`config.mk`:
```
export PLATFORM = sky130hd
export DESIGN_NAME = pin_change_irq
export DESIGN_NICKNAME = d
export VERILOG_FILES = /design/src/rtl/pin_change_pkg.sv /design/src/rtl/pin_sync.sv /design/src/rtl/chg_track.sv /design/src/rtl/irq_ctl.sv /design/src/rtl/pin_change_irq.sv
export SDC_FILE = /design/constraint.sdc
export NUM_CORES = 1
export LEC_CHECK = 0
export ABC_CLOCK_PERIOD_IN_PS = 2540
export CAP_MARGIN = 20
export CORE_ASPECT_RATIO = 1.2
export CORE_MARGIN = 1.5
export CORE_UTILIZATION = 52
export CTS_CLUSTER_DIAMETER = 40
export DETAILED_ROUTE_END_ITERATION = 6
export GPL_ROUTABILITY_DRIVEN = 0
export PLACE_DENSITY = 0.82
export SETUP_SLACK_MARGIN = 0.15
export SLEW_MARGIN = 0
export SYNTH_ARGS = -nofsm -noshare
export SYNTH_HDL_FRONTEND = slang
export SYNTH_SLANG_ARGS = --single-unit
```
`constraint.sdc`:
```
create_clock -name clk -period 2.54 [get_ports clk]
set_input_delay 0.762 -clock clk [delete_from_list [all_inputs] [get_ports clk]]
set_output_delay 0.762 -clock clk [all_outputs]
set_load 0.02 [all_outputs]
```
`src/rtl/pin_change_pkg.sv`:
```
package pin_change_pkg;
  typedef enum logic {
    SEL_DATA  = 1'b0,
    SEL_FLAGS = 1'b1
  } byte_sel_e;
endpackage

```
`src/rtl/pin_sync.sv`:
```
module pin_sync #(
  parameter int NP     = 4,
  parameter int STAGES = 2
) (
  input  logic          clk,
  input  logic          rst_n,
  input  logic [NP-1:0] pin_i,
  output logic [NP-1:0] pin_s_o
);
  logic [NP-1:0] st_q [STAGES];

  for (genvar k = 0; k < STAGES; k++) begin : g_stage
    logic [NP-1:0] st_d;
    if (k == 0) begin : g_first
      assign st_d = pin_i;
    end else begin : g_rest
      assign st_d = st_q[k-1];
    end
    always_ff @(posedge clk or negedge rst_n) begin
      if (!rst_n) st_q[k] <= '0;
      else        st_q[k] <= st_d;
    end
  end

  assign pin_s_o = st_q[STAGES-1];
endmodule

```
`src/rtl/chg_track.sv`:
```
module chg_track #(
  parameter int NP     = 4,
  parameter int STAGES = 2
) (
  input  logic          clk,
  input  logic          rst_n,
  input  logic [NP-1:0] pin_s_i,
  input  logic          sample_i,
  output logic [NP-1:0] snap_o,
  output logic [NP-1:0] flags_o,
  output logic [NP-1:0] hold_o
);
  localparam int WARM = STAGES + 1;
  localparam int CW   = $clog2(WARM + 1);

  logic [CW-1:0] warm_q, warm_d;
  logic [NP-1:0] snap_q, snap_d;
  logic [NP-1:0] flags_q, flags_d;
  logic [NP-1:0] hold_q, hold_d;
  logic          warm_done, warm_en, snap_en;
  logic [NP-1:0] diff;

  assign warm_done = (warm_q == CW'(WARM));
  assign warm_en   = !warm_done;
  assign snap_en   = sample_i || !warm_done;
  assign diff      = pin_s_i ^ snap_q;

  always_comb begin
    warm_d  = warm_q + CW'(1);
    snap_d  = pin_s_i;
    flags_d = snap_en ? '0 : (flags_q | diff);
    if (sample_i)       hold_d = flags_q | diff;
    else if (!warm_done) hold_d = '0;
    else                hold_d = hold_q;
  end

  always_ff @(posedge clk or negedge rst_n) begin
    if (!rst_n) begin
      warm_q  <= '0;
      snap_q  <= '0;
      flags_q <= '0;
      hold_q  <= '0;
    end else begin
      if (warm_en) warm_q <= warm_d;
      if (snap_en) snap_q <= snap_d;
      flags_q <= flags_d;
      hold_q  <= hold_d;
    end
  end

  assign snap_o  = snap_q;
  assign flags_o = flags_q;
  assign hold_o  = hold_q;
endmodule

```
`src/rtl/irq_ctl.sv`:
```
module irq_ctl
  import pin_change_pkg::*;
#(
  parameter int NP = 4
) (
  input  logic          clk,
  input  logic          rst_n,
  input  logic          acc_ack_i,
  input  logic          acc_rd_i,
  input  logic          byte_next_i,
  input  logic          stop_i,
  input  logic          bus_abort_i,
  input  logic [NP-1:0] flags_i,
  input  logic [NP-1:0] irq_en_i,
  output logic          rd_active_o,
  output byte_sel_e     sel_o,
  output logic          sample_o,
  output logic          irq_n_o
);
  logic      rd_q, rd_d;
  byte_sel_e sel_q, sel_d;
  logic      irq_q, irq_d;
  logic      advance, raise;

  assign advance  = rd_q && byte_next_i;
  assign sample_o = acc_ack_i || (advance && (sel_q == SEL_FLAGS));
  assign raise    = !rd_q && (|(flags_i & irq_en_i));

  always_comb begin
    if (acc_ack_i)                rd_d = acc_rd_i;
    else if (stop_i || bus_abort_i) rd_d = 1'b0;
    else                          rd_d = rd_q;

    if (acc_ack_i)    sel_d = SEL_DATA;
    else if (advance) sel_d = (sel_q == SEL_DATA) ? SEL_FLAGS : SEL_DATA;
    else              sel_d = sel_q;

    irq_d = acc_ack_i ? 1'b0 : (irq_q || raise);
  end

  always_ff @(posedge clk or negedge rst_n) begin
    if (!rst_n) begin
      rd_q  <= 1'b0;
      sel_q <= SEL_DATA;
      irq_q <= 1'b0;
    end else begin
      rd_q  <= rd_d;
      sel_q <= sel_d;
      irq_q <= irq_d;
    end
  end

  assign rd_active_o = rd_q;
  assign sel_o       = sel_q;
  assign irq_n_o     = !irq_q;
endmodule

```
`src/rtl/pin_change_irq.sv`:
```
module pin_change_irq
  import pin_change_pkg::*;
#(
  parameter int NP     = 4,
  parameter int BW     = 8,
  parameter int STAGES = 2
) (
  input  logic          clk,
  input  logic          rst_n,
  input  logic [NP-1:0] pin_i,
  input  logic [NP-1:0] irq_en_i,
  input  logic          acc_ack_i,
  input  logic          acc_rd_i,
  input  logic          byte_next_i,
  input  logic          stop_i,
  input  logic          bus_abort_i,
  output logic [BW-1:0] rd_byte_o,
  output logic          irq_n_o
);
  logic          rst_m_q, rst_s_q;
  logic [NP-1:0] pin_s, snap_w, flags_w, hold_w;
  logic          rd_active_w, sample_w;
  byte_sel_e     sel_w;

  always_ff @(posedge clk or negedge rst_n) begin
    if (!rst_n) begin
      rst_m_q <= 1'b0;
      rst_s_q <= 1'b0;
    end else begin
      rst_m_q <= 1'b1;
      rst_s_q <= rst_m_q;
    end
  end

  pin_sync #(.NP(NP), .STAGES(STAGES)) u_sync (
    .clk(clk), .rst_n(rst_s_q), .pin_i(pin_i), .pin_s_o(pin_s)
  );

  chg_track #(.NP(NP), .STAGES(STAGES)) u_track (
    .clk(clk), .rst_n(rst_s_q), .pin_s_i(pin_s), .sample_i(sample_w),
    .snap_o(snap_w), .flags_o(flags_w), .hold_o(hold_w)
  );

  irq_ctl #(.NP(NP)) u_irq (
    .clk(clk), .rst_n(rst_s_q),
    .acc_ack_i(acc_ack_i), .acc_rd_i(acc_rd_i), .byte_next_i(byte_next_i),
    .stop_i(stop_i), .bus_abort_i(bus_abort_i),
    .flags_i(flags_w), .irq_en_i(irq_en_i),
    .rd_active_o(rd_active_w), .sel_o(sel_w), .sample_o(sample_w),
    .irq_n_o(irq_n_o)
  );

  always_comb begin
    rd_byte_o = '0;
    rd_byte_o[NP-1:0] = (sel_w == SEL_FLAGS) ? hold_w : snap_w;
  end
endmodule

```
==> out/metrics.cfg <==
[outcome]
status=finished, violations left
failed_checks=design-rule violations

[timing]
timing.hold.ws_ps=371
transition_time_at_the_pin_with_the_least_slew_margin_ps=959
period_utilisation_layout_pct=86.5
achievable-frequency_mhz=455
timing.final.max_slew_violations=0
setup_tns_ps=0
hold_viol=0
final_period_minus_worst_setup_slack_ps=2200
timing.max_slew.rel_slack_pct=36.1
worst_clock_skew_ps=2.85
final-setup-viol-count=0
grt_setup_unrepaired=false

[clock_network]
cts.reportedPaths.clkPinSlew_ps=130
cts-root-to-sink-buffers=2
cts_root_buf=sky130_fd_sc_hd__clkbuf_4
numClockSinks=27
clock_insertion_delay_worst_skew_ps=310
cts_inserted_buffers=3
hold_buffer_count_at_cts=0
cts_tree=yes
cts.htree.levels=1

[global_routing]
grt_antenna_before_repair=0
grt_start_max_net_pins=26
grt_util_all_layers_pct=17.4
grt-ovfl-total=0
grt_pass1_vias=672
global_route_wire_length_before_repair_um=2840

[layout]
nFillCells=143
design.final.nets=118
antenna-diode-count=0
synthToLayoutAreaGrowth_pct=20.3
layout-drive-gt1-share_pct=16.8

[critical_path]
cp.required_ps=1780
crit_path_end_kind=output pin
critPathLaunchType=flop
critPathMaxStageDelay_ps=450
path_cells=mux2_2 > dlygate4sd2_1
critical_path_arrival_ps=1430
worst_setup_path_type=flop to output pin
critPathSlowestCell=sky130_fd_sc_hd__dfrtp_2
crit_fanout=5

[routing]
via_count=631
residual_antenna_violating_net_count_after_detailed_routing=0
drt_wl_total_um=1720
post_drt_via_cell_ratio=5.26
avgRoutedWirePerCell_um=14.3
route.detailed.drc=2
detail_route.iter0.violations=9
drt_pre_antenna_iters=7

[pwr]
vdd.ir_drop.worst_v=0.000344
p_per_area_mw_per_mm2=626
leakagePower_uw=0.000578

[floorplan]
floorplan.initialDensity_pct=56.4
core_mm2=0.00189
io-pin-count=24
die_height_um=52.7
fp.dieArea_mm2=0.00234
die-width_um=44.4
floorplan.rows=17

[synth]
postSynthCellCount=79
post_synth_instance_area_mm2=0.00107
syn-mean-instance-area_um2=13.5
number_of_different_library_cells_in_the_post_synthesis_netlist=20
yosys_warnings=0
synth.largest_area_cell=sky130_fd_sc_hd__dfrtp_1
synthDominantCellAreaShare_pct=63.2
synth.ff_latch_count=27
post_synth_main_area_contributors=sky130_fd_sc_hd__dfrtp_1 (63%), sky130_fd_sc_hd__mux2_4 (5.6%), sky130_fd_sc_hd__mux2_2 (5.3%)
synth_seq_area_share_pct=63.2

[flow_run]
max_cap_violations=0

[placement]
port_buffers=19
detailed_place_hpwl_um=1200

[hold_path]
hold_path.class=flop to flop

-- layout by cell type (no fill, tap or decap), types with 2 or more instances in the layout --
cell type / instances
sky130_fd_sc_hd__buf_4: 2
sky130_fd_sc_hd__mux2_2: 5
sky130_fd_sc_hd__nand3_1: 4
sky130_fd_sc_hd__inv_1: 2
sky130_fd_sc_hd__mux2_4: 4
sky130_fd_sc_hd__clkbuf_4: 3
sky130_fd_sc_hd__xor2_1: 5
sky130_fd_sc_hd__conb_1: 5
sky130_fd_sc_hd__dlygate4sd2_1: 4
sky130_fd_sc_hd__nand2_1: 2
sky130_fd_sc_hd__clkdlybuf4s50_1: 15
sky130_fd_sc_hd__dfrtp_1: 26
sky130_fd_sc_hd__o21ai_0: 5
sky130_fd_sc_hd__nor2_1: 9
sky130_fd_sc_hd__a22o_1: 2
-- flip-flops by register name (all words and copies together) (netlist names) --
| register | flops |
|---|---|
| rst_s_q | 1 |
| u_track.flags_o | 4 |
| u_track.hold_o | 4 |
| u_sync.g_stage.st_d | 4 |
| u_track.snap_o | 4 |
| u_irq.sel_o | 1 |
| u_irq.irq_q | 1 |
| u_track.warm_q | 2 |
| rst_m_q | 1 |
| u_irq.rd_active_o | 1 |
| u_sync.pin_s_o | 4 |
-- critical path, delay by kind of cell, from the launching register on --
kind | cells | cell delay [ps]
flip-flops | 1 | 450
buffers and inverters | 1 | 320
multiplexers | 1 | 360
-- repair_timing --
action                                  in CTS  in global routing
gates resized for setup                      5                  0
endpoints found under the setup margin       4                  0
hold endpoints to repair                     0                  0
buffers inserted                             1                  0
-- power by group --
| group | internal [uW] | switching [uW] | leakage [uW] |
|---|---|---|---|
| clock network | 61.4 | 116 | 0.0000150 |
| logic | 70.4 | 59.6 | 0.000248 |
| registers | 466 | 31.1 | 0.000315 |
-- final timing paths --
check                                                          from                             to  slack [ps]  depth (start not counted)
min in group asynchronous                         rst_s_q$_DFF_PN0_  u_track.warm_q[0]$_DFFE_PN0P_         410                          0
max in group asynchronous                         rst_s_q$_DFF_PN0_        u_irq.sel_o$_DFFE_PN0P_        1490                          0
worst max-delay path                        u_irq.sel_o$_DFFE_PN0P_                   rd_byte_o[1]         340                          2
worst max register to register              u_irq.sel_o$_DFFE_PN0P_  u_track.snap_o[1]$_DFFE_PN0N_        1170                          4
worst min register to register  u_sync.g_stage[1].st_d[1]$_DFF_PN0_    u_sync.pin_s_o[1]$_DFF_PN0_         370                          0
worst min-delay path            u_sync.g_stage[1].st_d[1]$_DFF_PN0_    u_sync.pin_s_o[1]$_DFF_PN0_         370                          0
-- per-layer routing --
layer	up-vias	GRT usage, %	wire (um)
li1	296	-	-
met5	-	0	0
met1	312	21.4	769
met3	2	5.17	93
met2	21	28.9	842
met4	0	6.06	12
-- through the flow --
stage | utilization (%) | total power (uW) | cell area (um2) | setup slack [ps] | cells
after detailed placement | 66.3 | 641 | 1250 | 357 | 115
after global routing | 67.9 | 847 | 1280 | 291 | 120
after CTS | 67.9 | 812 | 1280 | 334 | 120
after global placement | 66.3 | 635 | 1250 | 357 | 115
final | 67.9 | 805 | 1280 | 343 | 120
after floorplan | - | 583 | 1080 | 956 | 82
-- cells in the mapped netlist, drive strengths merged --
| cell type | number |
|---|---|
| xnor2 | 1 |
| inv | 2 |
| xor2 | 5 |
| nand2 | 3 |
| nor2 | 9 |
| o21ai | 5 |
| buf | 6 |
| a31oi | 1 |
| a21oi | 1 |
| ha | 1 |
| conb | 2 |
| dfrtp | 27 |
| a22o | 2 |
| nand3 | 4 |
| mux2 | 9 |
| o41ai | 1 |
-- cell families after synthesis --
logic type                 synth area share (%)
DFF                                        63.2
and+or+nand+nor                            6.79
AOI/OAI and AO/OA                          7.26
muxes                                      10.9
buffers and inverters                      5.03
xor gates and xnor gates                   4.92
other                                     0.703
adders and majority gates                  1.17
-- area by class of cell --
class / count / area, um2 / share of cell area (%)
multi-input combinational: 47 / 350 / 27.3
tap: 19 / 23.8 / 1.85
clock buffer: 4 / 26.3 / 2.04
sequential: 27 / 677 / 52.7
inverter: 2 / 7.51 / 0.584
timing repair buffer: 21 / 200 / 15.6
(Power assumes the default switching activity.)
